<file path="config.mk">
export PLATFORM = sky130hd
export DESIGN_NAME = ilv_adc_ctrl
export DESIGN_NICKNAME = d
export VERILOG_FILES = /design/src/rtl/ilv_adc_pkg.sv /design/src/rtl/ilv_adc_power.sv /design/src/rtl/ilv_adc_tagpipe.sv /design/src/rtl/ilv_adc_lane.sv /design/src/rtl/ilv_adc_ctrl.sv
export SDC_FILE = /design/constraint.sdc
export NUM_CORES = 1
export LEC_CHECK = 0
export ABC_AREA = 0
export ABC_CLOCK_PERIOD_IN_PS = 3200
export BUFFER_PORTS_ARGS = -buffer_cell sky130_fd_sc_hd__buf_4
export CORE_MARGIN = 2
export CORE_UTILIZATION = 36
export DETAILED_ROUTE_END_ITERATION = 10
export GPL_TIMING_DRIVEN = 0
export SYNTH_ARGS = -nofsm -noshare
export SYNTH_HDL_FRONTEND = slang
export SYNTH_SLANG_ARGS = --single-unit
export TNS_END_PERCENT = 5
</file>
<file path="constraint.sdc">
create_clock -name clk -period 3.2 [get_ports clk]
set_input_delay 0.32 -clock clk [delete_from_list [all_inputs] [get_ports clk]]
set_output_delay 0.32 -clock clk [all_outputs]
set_load 0.005 [all_outputs]
</file>
<file path="src/rtl/ilv_adc_pkg.sv">
// Shared types for the interleaved converter controller.
// Assumes a two-channel converter with one shared output bus.
package ilv_adc_pkg;
    localparam logic CH_ONE = 1'b0;
    localparam logic CH_TWO = 1'b1;

    // Record of what the converter was told to sample on one clock
    typedef struct packed {
        logic vld;
        logic ch;
    } slot_t;
endpackage

</file>
<file path="src/rtl/ilv_adc_power.sv">
// Power line driver and settling counter.
// Assumes the converter samples on every clock once its power line is high;
// ready rises once the power line has been high for limit further clocks.
module ilv_adc_power #(
    parameter int CNT_W = 20
) (
    input  logic             clk,
    input  logic             rst_n,
    input  logic             pwr_req,
    input  logic [CNT_W-1:0] limit,
    output logic             pwr_q,
    output logic             ready
);
    logic [CNT_W-1:0] cnt_q;

    // Track the power request and count settling clocks while powered
    always_ff @(posedge clk) begin
        if (!rst_n || !pwr_req) begin
            pwr_q <= 1'b0;
            cnt_q <= '0;
        end else begin
            pwr_q <= 1'b1;
            if (pwr_q && cnt_q != limit)
                cnt_q <= cnt_q + CNT_W'(1);
        end
    end

    // Settling is over once the count has reached the limit
    always_comb ready = pwr_q && (cnt_q == limit);
endmodule

</file>
<file path="src/rtl/ilv_adc_tagpipe.sv">
// Channel-tag delay line. Each clock it records whether that clock's sample
// counts and which channel was selected. It then picks out the tags whose words
// are on the registered input bus now, using the latency of the current mode.
// Assumes the bus word is registered once before it is used here.
module ilv_adc_tagpipe
    import ilv_adc_pkg::*;
#(
    parameter int LAT = 8
) (
    input  logic       clk,
    input  logic       rst_n,
    input  logic       flush,
    input  logic       push_vld,
    input  logic       push_ch,
    input  logic       simul,
    output logic [1:0] hit
);
    localparam int DEPTH = LAT + 3;
    localparam int TAP_A = LAT + 1;
    localparam int TAP_B = LAT + 2;

    slot_t sr [DEPTH];
    slot_t tap_a, tap_b;

    // Shift the tags along; a flush empties every stage
    always_ff @(posedge clk) begin
        if (!rst_n || flush) begin
            for (int i = 0; i < DEPTH; i++) sr[i] <= '0;
        end else begin
            sr[0] <= '{vld: push_vld, ch: push_ch};
            for (int i = 1; i < DEPTH; i++) sr[i] <= sr[i-1];
        end
    end

    // Decode which channel the registered bus word belongs to
    always_comb begin
        tap_a = sr[TAP_A];
        tap_b = sr[TAP_B];
        if (simul) begin
            hit[0] = tap_a.vld && (tap_a.ch == CH_ONE);
            hit[1] = tap_b.vld && (tap_b.ch == CH_ONE);
        end else begin
            hit[0] = tap_a.vld && (tap_a.ch == CH_ONE);
            hit[1] = tap_a.vld && (tap_a.ch == CH_TWO);
        end
    end
endmodule

</file>
<file path="src/rtl/ilv_adc_lane.sv">
// One output channel: registers the bus word when tagged for this channel,
// optionally flipping the MSB for two's complement. Holds data otherwise.
module ilv_adc_lane #(
    parameter int DW = 14
) (
    input  logic          clk,
    input  logic          rst_n,
    input  logic          hit,
    input  logic          twos,
    input  logic [DW-1:0] din,
    output logic [DW-1:0] dout,
    output logic          vout
);
    // Capture the tagged word and raise the strobe for one clock
    always_ff @(posedge clk) begin
        if (!rst_n) begin
            dout <= '0;
            vout <= 1'b0;
        end else begin
            vout <= hit;
            if (hit)
                dout <= twos ? {~din[DW-1], din[DW-2:0]} : din;
        end
    end
endmodule

</file>
<file path="src/rtl/ilv_adc_ctrl.sv">
// Controller for a two-channel converter with one shared output bus.
// Drives power, mode and channel-select lines, and splits returned words
// into two channel streams. Assumes a fixed converter latency of LAT clocks,
// plus one more clock for the second channel in paired mode.
module ilv_adc_ctrl
    import ilv_adc_pkg::*;
#(
    parameter int DW    = 14,
    parameter int LAT   = 8,
    parameter int CNT_W = 20
) (
    input  logic             clk,
    input  logic             rst_n,
    input  logic             cfg_pwr_on,
    input  logic             cfg_simul,
    input  logic             cfg_twos,
    input  logic [CNT_W-1:0] cfg_startup_cycles,
    output logic             adc_pwr_n,
    output logic             adc_simul,
    output logic             adc_chsel,
    input  logic [DW-1:0]    adc_data,
    output logic [DW-1:0]    ch1_data,
    output logic             ch1_valid,
    output logic [DW-1:0]    ch2_data,
    output logic             ch2_valid
);
    localparam int HOLD = LAT + 1;
    localparam int HW   = $clog2(HOLD + 1);

    logic          mode_chg, ready, push_vld, flush;
    logic [HW-1:0] hold_q;
    logic [DW-1:0] din_q;
    logic [1:0]    hit;
    logic [DW-1:0] ldata [2];
    logic          lvld  [2];

    // A mode request that differs from the line is a change at this edge
    always_comb mode_chg = (cfg_simul != adc_simul);
    always_comb push_vld = ready && !mode_chg && (hold_q == '0);
    always_comb flush    = mode_chg || !cfg_pwr_on;

    // Drive the sampling-mode line from the request
    always_ff @(posedge clk) begin
        if (!rst_n) adc_simul <= 1'b0;
        else        adc_simul <= cfg_simul;
    end

    // Hold off new samples for a fixed window after a mode change
    always_ff @(posedge clk) begin
        if (!rst_n)             hold_q <= '0;
        else if (mode_chg)      hold_q <= HW'(HOLD);
        else if (hold_q != '0)  hold_q <= hold_q - HW'(1);
    end

    // Alternate the channel-select line every clock
    always_ff @(posedge clk) begin
        if (!rst_n) adc_chsel <= 1'b0;
        else        adc_chsel <= ~adc_chsel;
    end

    // Register the converter bus before decoding
    always_ff @(posedge clk) begin
        if (!rst_n) din_q <= '0;
        else        din_q <= adc_data;
    end

    ilv_adc_power #(.CNT_W(CNT_W)) u_pwr (
        .clk(clk), .rst_n(rst_n), .pwr_req(cfg_pwr_on),
        .limit(cfg_startup_cycles), .pwr_q(adc_pwr_n), .ready(ready)
    );

    ilv_adc_tagpipe #(.LAT(LAT)) u_tags (
        .clk(clk), .rst_n(rst_n), .flush(flush), .push_vld(push_vld),
        .push_ch(adc_chsel), .simul(adc_simul), .hit(hit)
    );

    for (genvar g = 0; g < 2; g++) begin : g_lane
        ilv_adc_lane #(.DW(DW)) u_lane (
            .clk(clk), .rst_n(rst_n), .hit(hit[g]), .twos(cfg_twos),
            .din(din_q), .dout(ldata[g]), .vout(lvld[g])
        );
    end

    assign ch1_data  = ldata[0];
    assign ch1_valid = lvld[0];
    assign ch2_data  = ldata[1];
    assign ch2_valid = lvld[1];
endmodule

</file>
# ---- Yosys cells after proc, flatten, opt, wreduce, memory -nomap -nowiden
# Memories as Yosys holds them, arrays and structs flattened.
# Index checks and enable logic that the tools add are counted.
dict set report word_totals {
  ff_bits 71
  latchBits 0
  ram_bits 22
  romBits 0
  in_bits 39
  out_inout_bits 33
  wordCells 69
  memories 1
}
# name depth width rd rd_clocked_by_memory_dff write_ports line
set mem_list {}
lappend mem_list {u_tags.sr 11 2 11 0 11 ilv_adc_tagpipe.sv:22} ;# slot_t sr [DEPTH];
dict set report op_classes {
  addsub 2
  multipliers 0
  div_mod_pow 0
  magnitude_cmp 0
  n_eq_ne 3
  n_shift 0
  n_mux 19
  bitwise 16
  n_reduce_logical 17
}
# op count
set op_table {}
lappend op_table {{2-bit 2-to-1 mux} 12}
lappend op_table {{20-bit by 1-bit adder with 20-bit output, second input constant} 1}
lappend op_table {{20-bit equality test} 1}
lappend op_table {{20-bit != test} 1}
lappend op_table {{14-bit 2-to-1 mux} 1}
lappend op_table {{1-bit bitwise OR} 11}
lappend op_table {{4-bit 2-to-1 mux} 2}
lappend op_table {{1-bit logical AND} 7}
lappend op_table {{1-bit NOT} 5}
lappend op_table {{4-bit zero test} 1}
lappend op_table {{1-bit 2-to-1 mux} 4}
lappend op_table {{4-bit nonzero test} 1}
lappend op_table {{4-bit by 1-bit subtractor with 4-bit output, second input constant} 1}
lappend op_table {{1-bit zero test} 3}
lappend op_table {{1-bit logical OR} 3}
lappend op_table {{2-bit nonzero test} 1}
lappend op_table {{2-bit OR reduction} 1}
lappend op_table {{1-bit != test} 1}

# ---- Longest topological paths before layout
# Gate-level depths: netlist (run 1).
dict set report depth {
  depth_word 6
  depth_mapped 9
  depth_no_buf 6
}

# ---- Hierarchy
# From an unflattened synthesis (run 1), not the netlist that was laid out.
dict set report hier_totals {
  cells_unflattened 353
  hier_area_um2 3706.1
}
# module instances cells_each area_each_um2 seq_area_each_um2
set by_module_without_submodules {}
lappend by_module_without_submodules {ilv_adc_power 1 151 1275.0 420.4}
lappend by_module_without_submodules {ilv_adc_lane 2 48 571.8 300.3}
lappend by_module_without_submodules {ilv_adc_tagpipe 1 51 650.6 440.4}
lappend by_module_without_submodules {ilv_adc_ctrl 1 55 636.9 400.4}

# ---- Least setup slack after synthesis (run 1)
# Ideal clock, no wire load.
dict set report synth_path {
  path_type {register -> register}
  from {register u_pwr.cnt_q[3]}
  to {register u_pwr.cnt_q[19]}
  setup_ns 0.115
  arrival_ns 1.679
  required_time_ns 3.085
  path_slack_ns 1.407
  stages_incl_launch_ff 7
  path_buffers 0
  synth_period_minus_slack_ns 1.793
  path_cell_list {dfxtp_1 -> and4_4 -> and3_4 -> and4_4 -> nand3_4 -> o31a_2 -> o21a_1}
}
dict set report synth_between {
  elab_chain_len 2
  word_cells_on_any_way 3
  classes_between {add/sub: 1; eq/ne: 1; reduce/logical: 1}
}
# element line
set synth_rtl {}
lappend synth_rtl {{from (decl)} ilv_adc_power.sv:14} ;# logic [CNT_W-1:0] cnt_q;
lappend synth_rtl {{from (signal assigned)} ilv_adc_power.sv:24} ;# cnt_q <= cnt_q + CNT_W'(1);
lappend synth_rtl {{parallel branches: the longest is 2 deep, another holds 20-bit by 1-bit adder with 20-bit output} --}
# Several ways; the timed one is not identified.
# A chain may end at the register's enable or synchronous reset.

# ---- Final worst setup path (run 1)
dict set report layout_path {
  from {register u_pwr.cnt_q[18]}
  to {register u_pwr.cnt_q[16]}
}
dict set report layout_between {
  elab_chain_len 2
}
# element line
set layout_rtl {}
lappend layout_rtl {{20-bit != test} ilv_adc_power.sv:23} ;# if (pwr_q && cnt_q != limit)
lappend layout_rtl {{1-bit logical AND} ilv_adc_power.sv:23}
# No other way between the ends.

==> results by group, run 1 <==
GRT
  • Total track usage: 15.1%
  • Initial antenna violation count: 0
  • Global-route wire length before repair: 13.1 mm
  • Vias in the first global route: 2754
  • Largest net degree at the start of global routing: 16
  • GRT overflow: 0

Route
  • Routed len/inst: 13.4 um
  • Drt pass-1 iters: 4
  • Iteration-0 DRC Markers: 114
  • Drt total wl: 7.93 mm
  • DRC: 0
  • Antenna-violating nets left: 0
  • Via count: 2821
  • Via density: 4.78

Logic synthesis
  • Largest area contributor in the netlist: dfxtp_1
  • Synth top area share: 51.6%
  • Yosys cell types: 42
  • Flops & latches, synth: 93
  • Sequential area share after synthesis: 51.6%
  • Cells after Synth: 371
  • Mapped Nets: 412
  • Yosys warning count: 0
  • Mapped Area: 3610 sq um
  • Area contributors post-synth: dfxtp_1 52%, xnor2_1 7.0%, nand2_1 4.8%
  • Mean Syn Cell Area: 9.73 sq um

CTS
  • CTS tree: built
  • CTS Root Cell: clkbuf_8
  • H-Tree Depth: 3
  • Clock latency on the worst-skew pair: 0.35 ns
  • Cts bufs inserted: 9
  • Number of setup buffers added after CTS: 0
  • Clock transition at the registers of the reported paths: 0.09 ns
  • Clock sinks: 93
  • Max Buffers Root-to-Sink: 2
  • Post-CTS sizing: 0
  • Post-CTS Hold Buffers: 0

Cells and area
  • NumNets Final: 494
  • Utilization after layout: 46.5%
  • Non-filler cells, final: 590
  • # diodes: 0
  • Share of cells above drive strength 1: 22.1%
  • Synth-to-Final Area Change: 25.9%

Timing
  • Hold Vio Cnt, Final: 0
  • Final period utilization: 67.2%
  • Worst Skew: 0.00903 ns
  • Worst Slack Setup Final: 1.05 ns
  • Minimum clock period after layout: 2.15 ns
  • Worst Tran Pin Value: 0.897 ns
  • Setup violators final: 0
  • Unrepaired setup endpoints after global routing: false
  • FMAX: 465 MHz
  • Setup TNS: 0 ns
  • Rel. slew slack: 40.2%
  • Fin. max-slew vios: 0

Die
  • Vert. Die Dim: 104 um
  • Core area: 9770 sq um
  • Die Area: 10800 sq um
  • Die width: 104 um
  • Starting density of the core: 36.9%
  • Row cnt: 36
  • I/O pin total: 72

Min path
  • HP Start: adc_data[2]
  • Worst Hold End: din_q[2]
  • Hold Path Class: primary input to flop
  • WHS Path Cells: 2

Setup path
  • R2R depth: 8
  • Type of origin of the critical path: flop
  • Worst R2R Setup Slack: 1.05 ns
  • Arr. time, crit path: 2.42 ns
  • R2r startpoint: u_pwr.cnt_q[18]
  • Worst Path Max Fanout: 10
  • Reg2reg end: u_pwr.cnt_q[16]
  • Crit path required time: 3.47 ns
  • Crit end category: flop
  • Kind of critical path: flop to flop

Placed design
  • Hpwl dp: 5.84 mm
  • Pre-CTS setup slack: 1.00 ns
  • Port Buffers: 71
  • DP Cell Count: 575
  • Placer Congestion: 0.814

Status
  • Status: finished, final reports clean

Pwr
  • Static Leak: 1.78 nW
  • VDD IR max: 0.330 mV
  • PD cells: 496 nW/um^2

Job
  • Maxcap violations: 0
[report_power, final]
group          internal, mW  leakage (nW)  switching (mW)
combinational        0.0774         0.914          0.0721
sequential             1.18         0.755          0.0122
clock                 0.516         0.116           0.402
total                  1.77          1.78           0.486
[logic make-up after synthesis]
kind of cell    synth area share (%)
flops                           51.6
xor+xnor                        7.03
fa+ha+maj                      0.693
compound gates                  9.98
simple gates                    24.4
buf+inv                         2.74
mux                             3.60
[per-stage QoR]
stage / area (sq um) / hold slack, ns / power (mW)
after detailed placement: 4310 / 0.431 / 1.37
after floorplan: 3610 / 0.429 / 1.30
after global routing: 4550 / 0.145 / 2.34
final: 4550 / 0.170 / 2.26
after CTS: 4550 / 0.153 / 2.28
after global placement: 4310 / 0.427 / 1.36
[cell type report]
type	count	area [sq um]
timing repair buffer	71	533
sequential	93	1860
clock inverter	6	111
fill	948	5230
inverter	3	11.3
buffer	18	87.6
multi-input combinational	257	1650
tap	133	166
clock buffer	9	124
[registers in the layout, indices dropped and copies added (netlist names)]
name / flops
adc_chsel: 1
hold_q: 4
g_lane.u_lane.vout: 2
g_lane.u_lane.dout: 28
u_pwr.cnt_q: 20
u_pwr.pwr_q: 1
u_tags.sr: 22
adc_simul: 1
din_q: 14
[worst max path at each step]
| stage | endpoint | start | slack, ns | cells past startpoint |
|---|---|---|---|---|
| finish | u_pwr.cnt_q[16] | u_pwr.cnt_q[18] | 1.05 | 8 |
| global route | u_pwr.cnt_q[17] | u_pwr.cnt_q[2] | 0.79 | 9 |
| CTS | u_pwr.cnt_q[17] | u_pwr.cnt_q[18] | 1.04 | 8 |
| detailed placement | u_pwr.cnt_q[17] | cfg_startup_cycles[18] | 1.00 | 9 |
| global placement | u_pwr.cnt_q[17] | cfg_startup_cycles[18] | 1.07 | 9 |
| floorplan | u_pwr.cnt_q[19] | u_pwr.cnt_q[3] | 1.41 | 6 |
[layer usage]
metal	vias to the layer above	global-route usage, %	part of all wire, %
met5	-	0	0
met4	0	6.66	2.0
met3	12	3.26	3.0
met2	38	24.5	49
met1	1332	19.2	46
li1	1439	-	-
[worst max-delay path: stages, from the launching register on]
cell	delay, ns
dfxtp_1	0.35
xnor2_1	0.30
nand4_1	0.14
nor3_1	0.47
a21bo_1	0.26
buf_6	0.17
buf_6	0.15
o21ai_0	0.09
a21oi_1	0.14
[layout by cell type (no fill, tap or decap), types with 2 or more instances in the layout]
cell type / synthesis / layout
dfxtp_1: 93 / 93
buf_4: 1 / 72
nand2_1: 46 / 46
xnor2_1: 29 / 29
and3_1: 23 / 23
a21oi_1: 18 / 18
and2_1: 18 / 18
a21boi_0: 16 / 16
nor2b_1: 15 / 15
clkbuf_1: 14 / 14
nand4_1: 13 / 13
nor2_1: 13 / 13
mux2i_1: 13 / 13
clkbuf_8: 0 / 9
nand3_1: 7 / 7
or4_1: 5 / 5
or3_1: 4 / 4
inv_1: 3 / 3
nor3_1: 3 / 3
a31o_2: 3 / 3
o31ai_1: 3 / 3
o21ai_0: 3 / 3
nand2b_1: 3 / 3
bufinv_16: 0 / 3
and4_4: 2 / 2
buf_6: 2 / 2
o211ai_1: 2 / 2
o211a_1: 2 / 2
ha_1: 2 / 2
[cell usage after synthesis (all sizes together)]
library cell	instances
a21bo	1
a21boi	16
a21oi	18
a31o	3
and2	18
and3	25
and4	3
buf	4
clkbuf	14
dfxtp	93
ha	2
inv	3
mux2i	13
nand2	46
nand2b	3
nand3	8
nand3b	1
nand4	13
nor2	14
nor2b	15
nor3	3
nor3b	1
nor4	1
o211a	2
o211ai	2
o21a	1
o21ai	3
o22ai	1
o311ai	1
o31a	1
o31ai	3
o41ai	1
or3	4
or4	5
xnor2	29
(Power assumes the default switching activity.)
==> inputs of run 2 (changes only) <==
Settings changed: ABC_CLOCK_PERIOD_IN_PS 3200 to 2000.
Clock period 3.2 ns to 2 ns, I/O delays scaled along.
==> run 2 against run 1 <==
Net effect: core utilization grew 0.72 points; global-route usage is essentially flat; sequential power grew 60%; via count grew 0.21%.
==> results by group, run 2 (synthesis results as in run 1) <==
Pwr
  • Total power: 3.61 mW
  • VDD IR max: 0.528 mV
  • Int Pwr: 2.83 mW
  • P_sw: 777 uW
  • Net Sw Frac: 21.5%
  • Static Leak: 1.83 nW
  • PD cells: 782 nW/um^2
  • Combinational power share: 6.8%
  • Sequential Power Share: 52.6%
  • Clock Power Share: 40.6%

Setup path
  • Arr. time, crit path: 2.18 ns
  • Kind of critical path: flop to flop
  • Type of origin of the critical path: flop
  • CP top delay family: simple AND/OR/NAND/NOR gates
  • CP Cell Sequence: and4_4, and3_4, and4_4, nand3_4, or4_1, a21oi_1
  • R2r startpoint: u_pwr.cnt_q[6]
  • Worst Path Max Fanout: 6
  • Crit end category: flop
  • Crit path from: u_pwr.cnt_q[6]
  • CP bufs+invs: 0
  • Worst R2R Setup Slack: 0.09 ns
  • Worst path most repeated cell: and4_4
  • Crit-path slowest cell: or4_1
  • Slowest Stage Delay on Critical Path: 0.41 ns
  • Crit path required time: 2.28 ns

Die
  • Row cnt: 36
  • I/O pin total: 72
  • Vert. Die Dim: 104 um
  • Starting density of the core: 36.9%
  • Core area: 9770 sq um
  • Die width: 104 um
  • Die Area: 10800 sq um

GRT
  • GRT met3 Usage: 3.20%
  • Global-route wire length before repair: 13.1 mm
  • Most Crowded Layer GR: met2
  • Initial antenna violation count: 0
  • GRT overflow: 0
  • Vias in the first global route: 2741
  • Met1 Usage GRT: 19.3%
  • M2 GR Usage: 24.6%
  • Total track usage: 15.1%
  • Largest net degree at the start of global routing: 16

CTS
  • Max Buffers Root-to-Sink: 2
  • Clock latency on the worst-skew pair: 0.35 ns
  • Clock sinks: 93
  • CTS Root Cell: clkbuf_8
  • H-Tree Depth: 3
  • Clock transition at the registers of the reported paths: 0.09 ns
  • Cts bufs inserted: 9
  • Post-CTS Hold Buffers: 0
  • CTS tree: built

Timing
  • Setup TNS: 0 ns
  • Worst Tran Pin Value: 0.612 ns
  • Final period utilization: 95.3%
  • Setup violators final: 0
  • Rel. slew slack: 59.2%
  • Fin. max-slew vios: 0
  • Minimum clock period after layout: 1.91 ns
  • Worst Slack Setup Final: 0.0946 ns
  • FMAX: 525 MHz
  • Worst Skew: 0.0101 ns
  • Hold Vio Cnt, Final: 0
  • Unrepaired setup endpoints after global routing: true

Min path
  • HP Start: adc_data[2]
  • Hold Path Class: primary input to flop

Cells and area
  • Synth-to-Final Area Change: 27.8%
  • Commonest cells after routing, fill and taps aside: 87 x dfxtp_1, 73 x buf_4, 46 x nand2_1
  • Top flop regs: g_lane.u_lane.dout x28, u_tags.sr x22, u_pwr.cnt_q x20
  • # diodes: 0
  • Max reg flops: 28
  • NumNets Final: 495
  • Largest Register: g_lane.u_lane.dout
  • Commonest non-fill, non-tap cell in the layout: dfxtp_1
  • Share of cells above drive strength 1: 25.3%

Route
  • Via count: 2827
  • Via density: 4.78
  • Antenna-violating nets left: 0
  • Routed len/inst: 13.5 um
  • Drt total wl: 7.97 mm
  • Drt pass-1 iters: 4
  • DRC: 0
  • Iteration-0 DRC Markers: 106

Job
  • Maxcap violations: 0

Placed design
  • Hpwl dp: 5.84 mm
  • Pre-CTS setup slack: -0.113 ns
  • Placer Congestion: 0.814
  • Port Buffers: 71

Status
  • Status: finished, final reports clean
## run 2: cell types whose count changed in the layout (fill, tap and decap cells not counted)
cell,change
o22ai_2,+1
nor3_4,+1
dfxtp_2,+6
dfxtp_1,-6
xnor2_2,+5
buf_4,+1
a21bo_1,-1
a21bo_2,+1
nor3_1,-1
xnor2_1,-5
o22ai_1,-1
## run 2: layout make-up
type,instances,area (sq um)
buffer,18,87.6
clock buffer,9,124
clock inverter,6,111
fill,939,5160
inverter,3,11.3
multi-input combinational,257,1710
sequential,93,1870
tap,133,166
timing repair buffer,72,541
## run 2: power by group through the flow
stage	sequential, mW	clock [mW]	combinational, mW
CTS	1.90	1.50	0.245
detailed placement	1.94	0	0.241
floorplan	1.94	0	0.136
finish	1.90	1.46	0.246
global route	1.91	1.58	0.275
global placement	1.94	0	0.236
## run 2: final timing paths
| check | end | depth (start not counted) |
|---|---|---|
| hold / removal | din_q[2] | 2 |
| setup reg to reg | u_pwr.cnt_q[18] | 6 |
| hold reg to reg | adc_chsel | 1 |
| setup / recovery | u_pwr.cnt_q[18] | 6 |
## run 2: per-layer routing
metal	wire, um	part of all wire (%)
met1	3760	47
met2	3910	49
met3	174	2.2
met4	133	1.7
met5	0	0
## run 2: timing repair
item                       CTS  global route
pin swaps                    0             1
setup buffers                0             1
gates resized for setup      4            11
setup endpoints to repair   18            11
## run 2: stage by stage
step / util (%) / instances / hold WS (ns) / instance area (sq um)
6_report: 47.2 / 591 / 0.0484 / 4620
5_1_grt: 47.2 / 591 / 0.0253 / 4620
4_1_cts: 46.8 / 590 / 0.0328 / 4570
3_5_place_dp: 44.1 / 575 / 0.411 / 4310
3_3_place_gp: 44.1 / 575 / 0.410 / 4310
2_1_floorplan: - / 371 / 0.322 / 3610
==> inputs of run 3 (changes only) <==
Settings changed: RECOVER_POWER set to 25.
==> run 3 against run 2 <==
Net effect: routed wire length decreased by 0.21%; global-route usage unchanged; critical path depth unchanged; clock skew hardly changed; first-iteration DRC count is 7.5% higher; combinational power about the same; sequential share of layout area about the same; total power increased by 0.18%; die area did not move; sequential power is essentially flat; non-clock buffer count unchanged; critical path type unchanged; critical endpoint unchanged; highest routed layer unchanged.
==> results by group, run 3 (synthesis results as in run 1) <==
GRT
  • GRT overflow: 0
  • Initial antenna violation count: 0
  • Vias in the first global route: 2741
  • Total track usage: 15.1%
  • Largest net degree at the start of global routing: 16
  • Global-route wire length before repair: 13.1 mm

Die
  • Starting density of the core: 36.9%
  • Vert. Die Dim: 104 um
  • I/O pin total: 72
  • Die width: 104 um
  • Core area: 9770 sq um
  • Row cnt: 36
  • Die Area: 10800 sq um

Cells and area
  • # diodes: 0
  • Commonest cells after routing, fill and taps aside: 87 x dfxtp_1, 58 x buf_4, 46 x nand2_1
  • Utilization after layout: 47.2%
  • # fillers: 941
  • Synth-to-Final Area Change: 27.7%
  • Commonest non-fill, non-tap cell in the layout: dfxtp_1
  • Multi-input logic area: 1710 sq um
  • Max reg flops: 28
  • Share of cells above drive strength 1: 25.1%
  • Seq. cell area: 1870 sq um
  • NumNets Final: 495
  • Top flop regs: g_lane.u_lane.dout x28, u_tags.sr x22, u_pwr.cnt_q x20
  • Largest Register: g_lane.u_lane.dout

Timing
  • Setup violators final: 0
  • Worst Slack Setup Final: 0.0948 ns
  • Worst Tran Pin Value: 0.611 ns
  • Fin. max-slew vios: 0
  • Unrepaired setup endpoints after global routing: true
  • Rel. slew slack: 59.3%
  • Final period utilization: 95.3%
  • Worst Skew: 0.0102 ns
  • Minimum clock period after layout: 1.91 ns
  • FMAX: 525 MHz
  • Hold Vio Cnt, Final: 0

Setup path
  • Crit path required time: 2.28 ns
  • CP Cell Sequence: and4_4, and3_4, and4_4, nand3_4, or4_1, a21oi_1
  • Crit end category: flop
  • Worst path most repeated cell: and4_4
  • Crit-path slowest cell: or4_1
  • Arr. time, crit path: 2.19 ns
  • Type of origin of the critical path: flop
  • Worst Path Max Fanout: 6
  • Slowest Stage Delay on Critical Path: 0.41 ns
  • Kind of critical path: flop to flop

CTS
  • Clock sinks: 93
  • CTS Root Cell: clkbuf_8
  • CTS tree: built
  • Post-CTS Hold Buffers: 0
  • H-Tree Depth: 3
  • Clock latency on the worst-skew pair: 0.35 ns
  • Clock transition at the registers of the reported paths: 0.09 ns
  • Max Buffers Root-to-Sink: 2
  • Cts bufs inserted: 9

Min path
  • Hold Path Class: primary input to flop

Placed design
  • Pre-CTS setup slack: -0.113 ns
  • Hpwl dp: 5.84 mm
  • Port Buffers: 71
  • Placer Congestion: 0.814

Route
  • Via density: 4.79
  • Via count: 2829
  • Routed len/inst: 13.5 um
  • Drt pass-1 iters: 4
  • Iteration-0 DRC Markers: 114
  • DRC: 0
  • Drt total wl: 7.96 mm
  • Antenna-violating nets left: 0

Pwr
  • Static Leak: 1.82 nW
  • PD cells: 784 nW/um^2
  • VDD IR max: 0.529 mV
  • Total power: 3.62 mW

Status
  • Status: finished, final reports clean

Job
  • Maxcap violations: 0
## run 3: cell count changes in the layout (fill, tap and decap cells not counted), sizes merged
cell    previous run  this run
buf               76        61
clkbuf            23        38
## run 3: final cells by class
| type | count | share of cell area [%] |
|---|---|---|
| inverter | 3 | 0.244 |
| sequential | 93 | 40.5 |
| clock buffer | 9 | 2.69 |
| clock inverter | 6 | 2.41 |
| timing repair buffer | 72 | 11.6 |
| multi-input combinational | 257 | 37.0 |
| buffer | 18 | 1.90 |
| tap | 133 | 3.61 |
## run 3: worst max-delay path: cells and delay by family (launching register included)
| family | cells | cell delay, ns |
|---|---|---|
| AO/OA/AOI/OAI | 1 | 0.14 |
| flip-flops | 1 | 0.40 |
| AND/OR/NAND/NOR | 5 | 1.29 |
## run 3: path summary, 6_finish.rpt
path	start	end	slack, ns	depth (start not counted)
hold / removal	adc_data[2]	din_q[2]	0.05	2
setup reg to reg	u_pwr.cnt_q[6]	u_pwr.cnt_q[18]	0.09	6
hold reg to reg	adc_chsel	adc_chsel	0.44	1
setup / recovery	u_pwr.cnt_q[6]	u_pwr.cnt_q[18]	0.09	6
## run 3: stage by stage
step,hold slack (ns),instances,instance area (sq um),setup TNS [ns]
final,0.0475,591,4610,0
after global routing,0.0253,591,4610,-0.00101
after CTS,0.0328,590,4570,0
after detailed placement,0.411,575,4310,-1.03
after global placement,0.410,575,4310,-0.380
after floorplan,0.322,371,3610,0
## run 3: report_power, final
part	internal (mW)	switching, mW
registers	1.88	0.0197
logic	0.127	0.118
clock network	0.826	0.645
total	2.83	0.783
## run 3: timing repair
action	CTS	global route
setup buffers	0	1
setup endpoints to repair	18	11
gates cloned	0	0
gates resized for setup	4	11
pin swaps	0	1
## run 3: routing by layer
metal | routed length [um] | vias to the layer above | global-route usage, %
met5 | 0 | - | 0
met1 | 3740 | 1347 | 19.3
met4 | 132 | 0 | 6.27
met2 | 3890 | 31 | 24.6
met3 | 193 | 9 | 3.20
li1 | - | 1442 | -
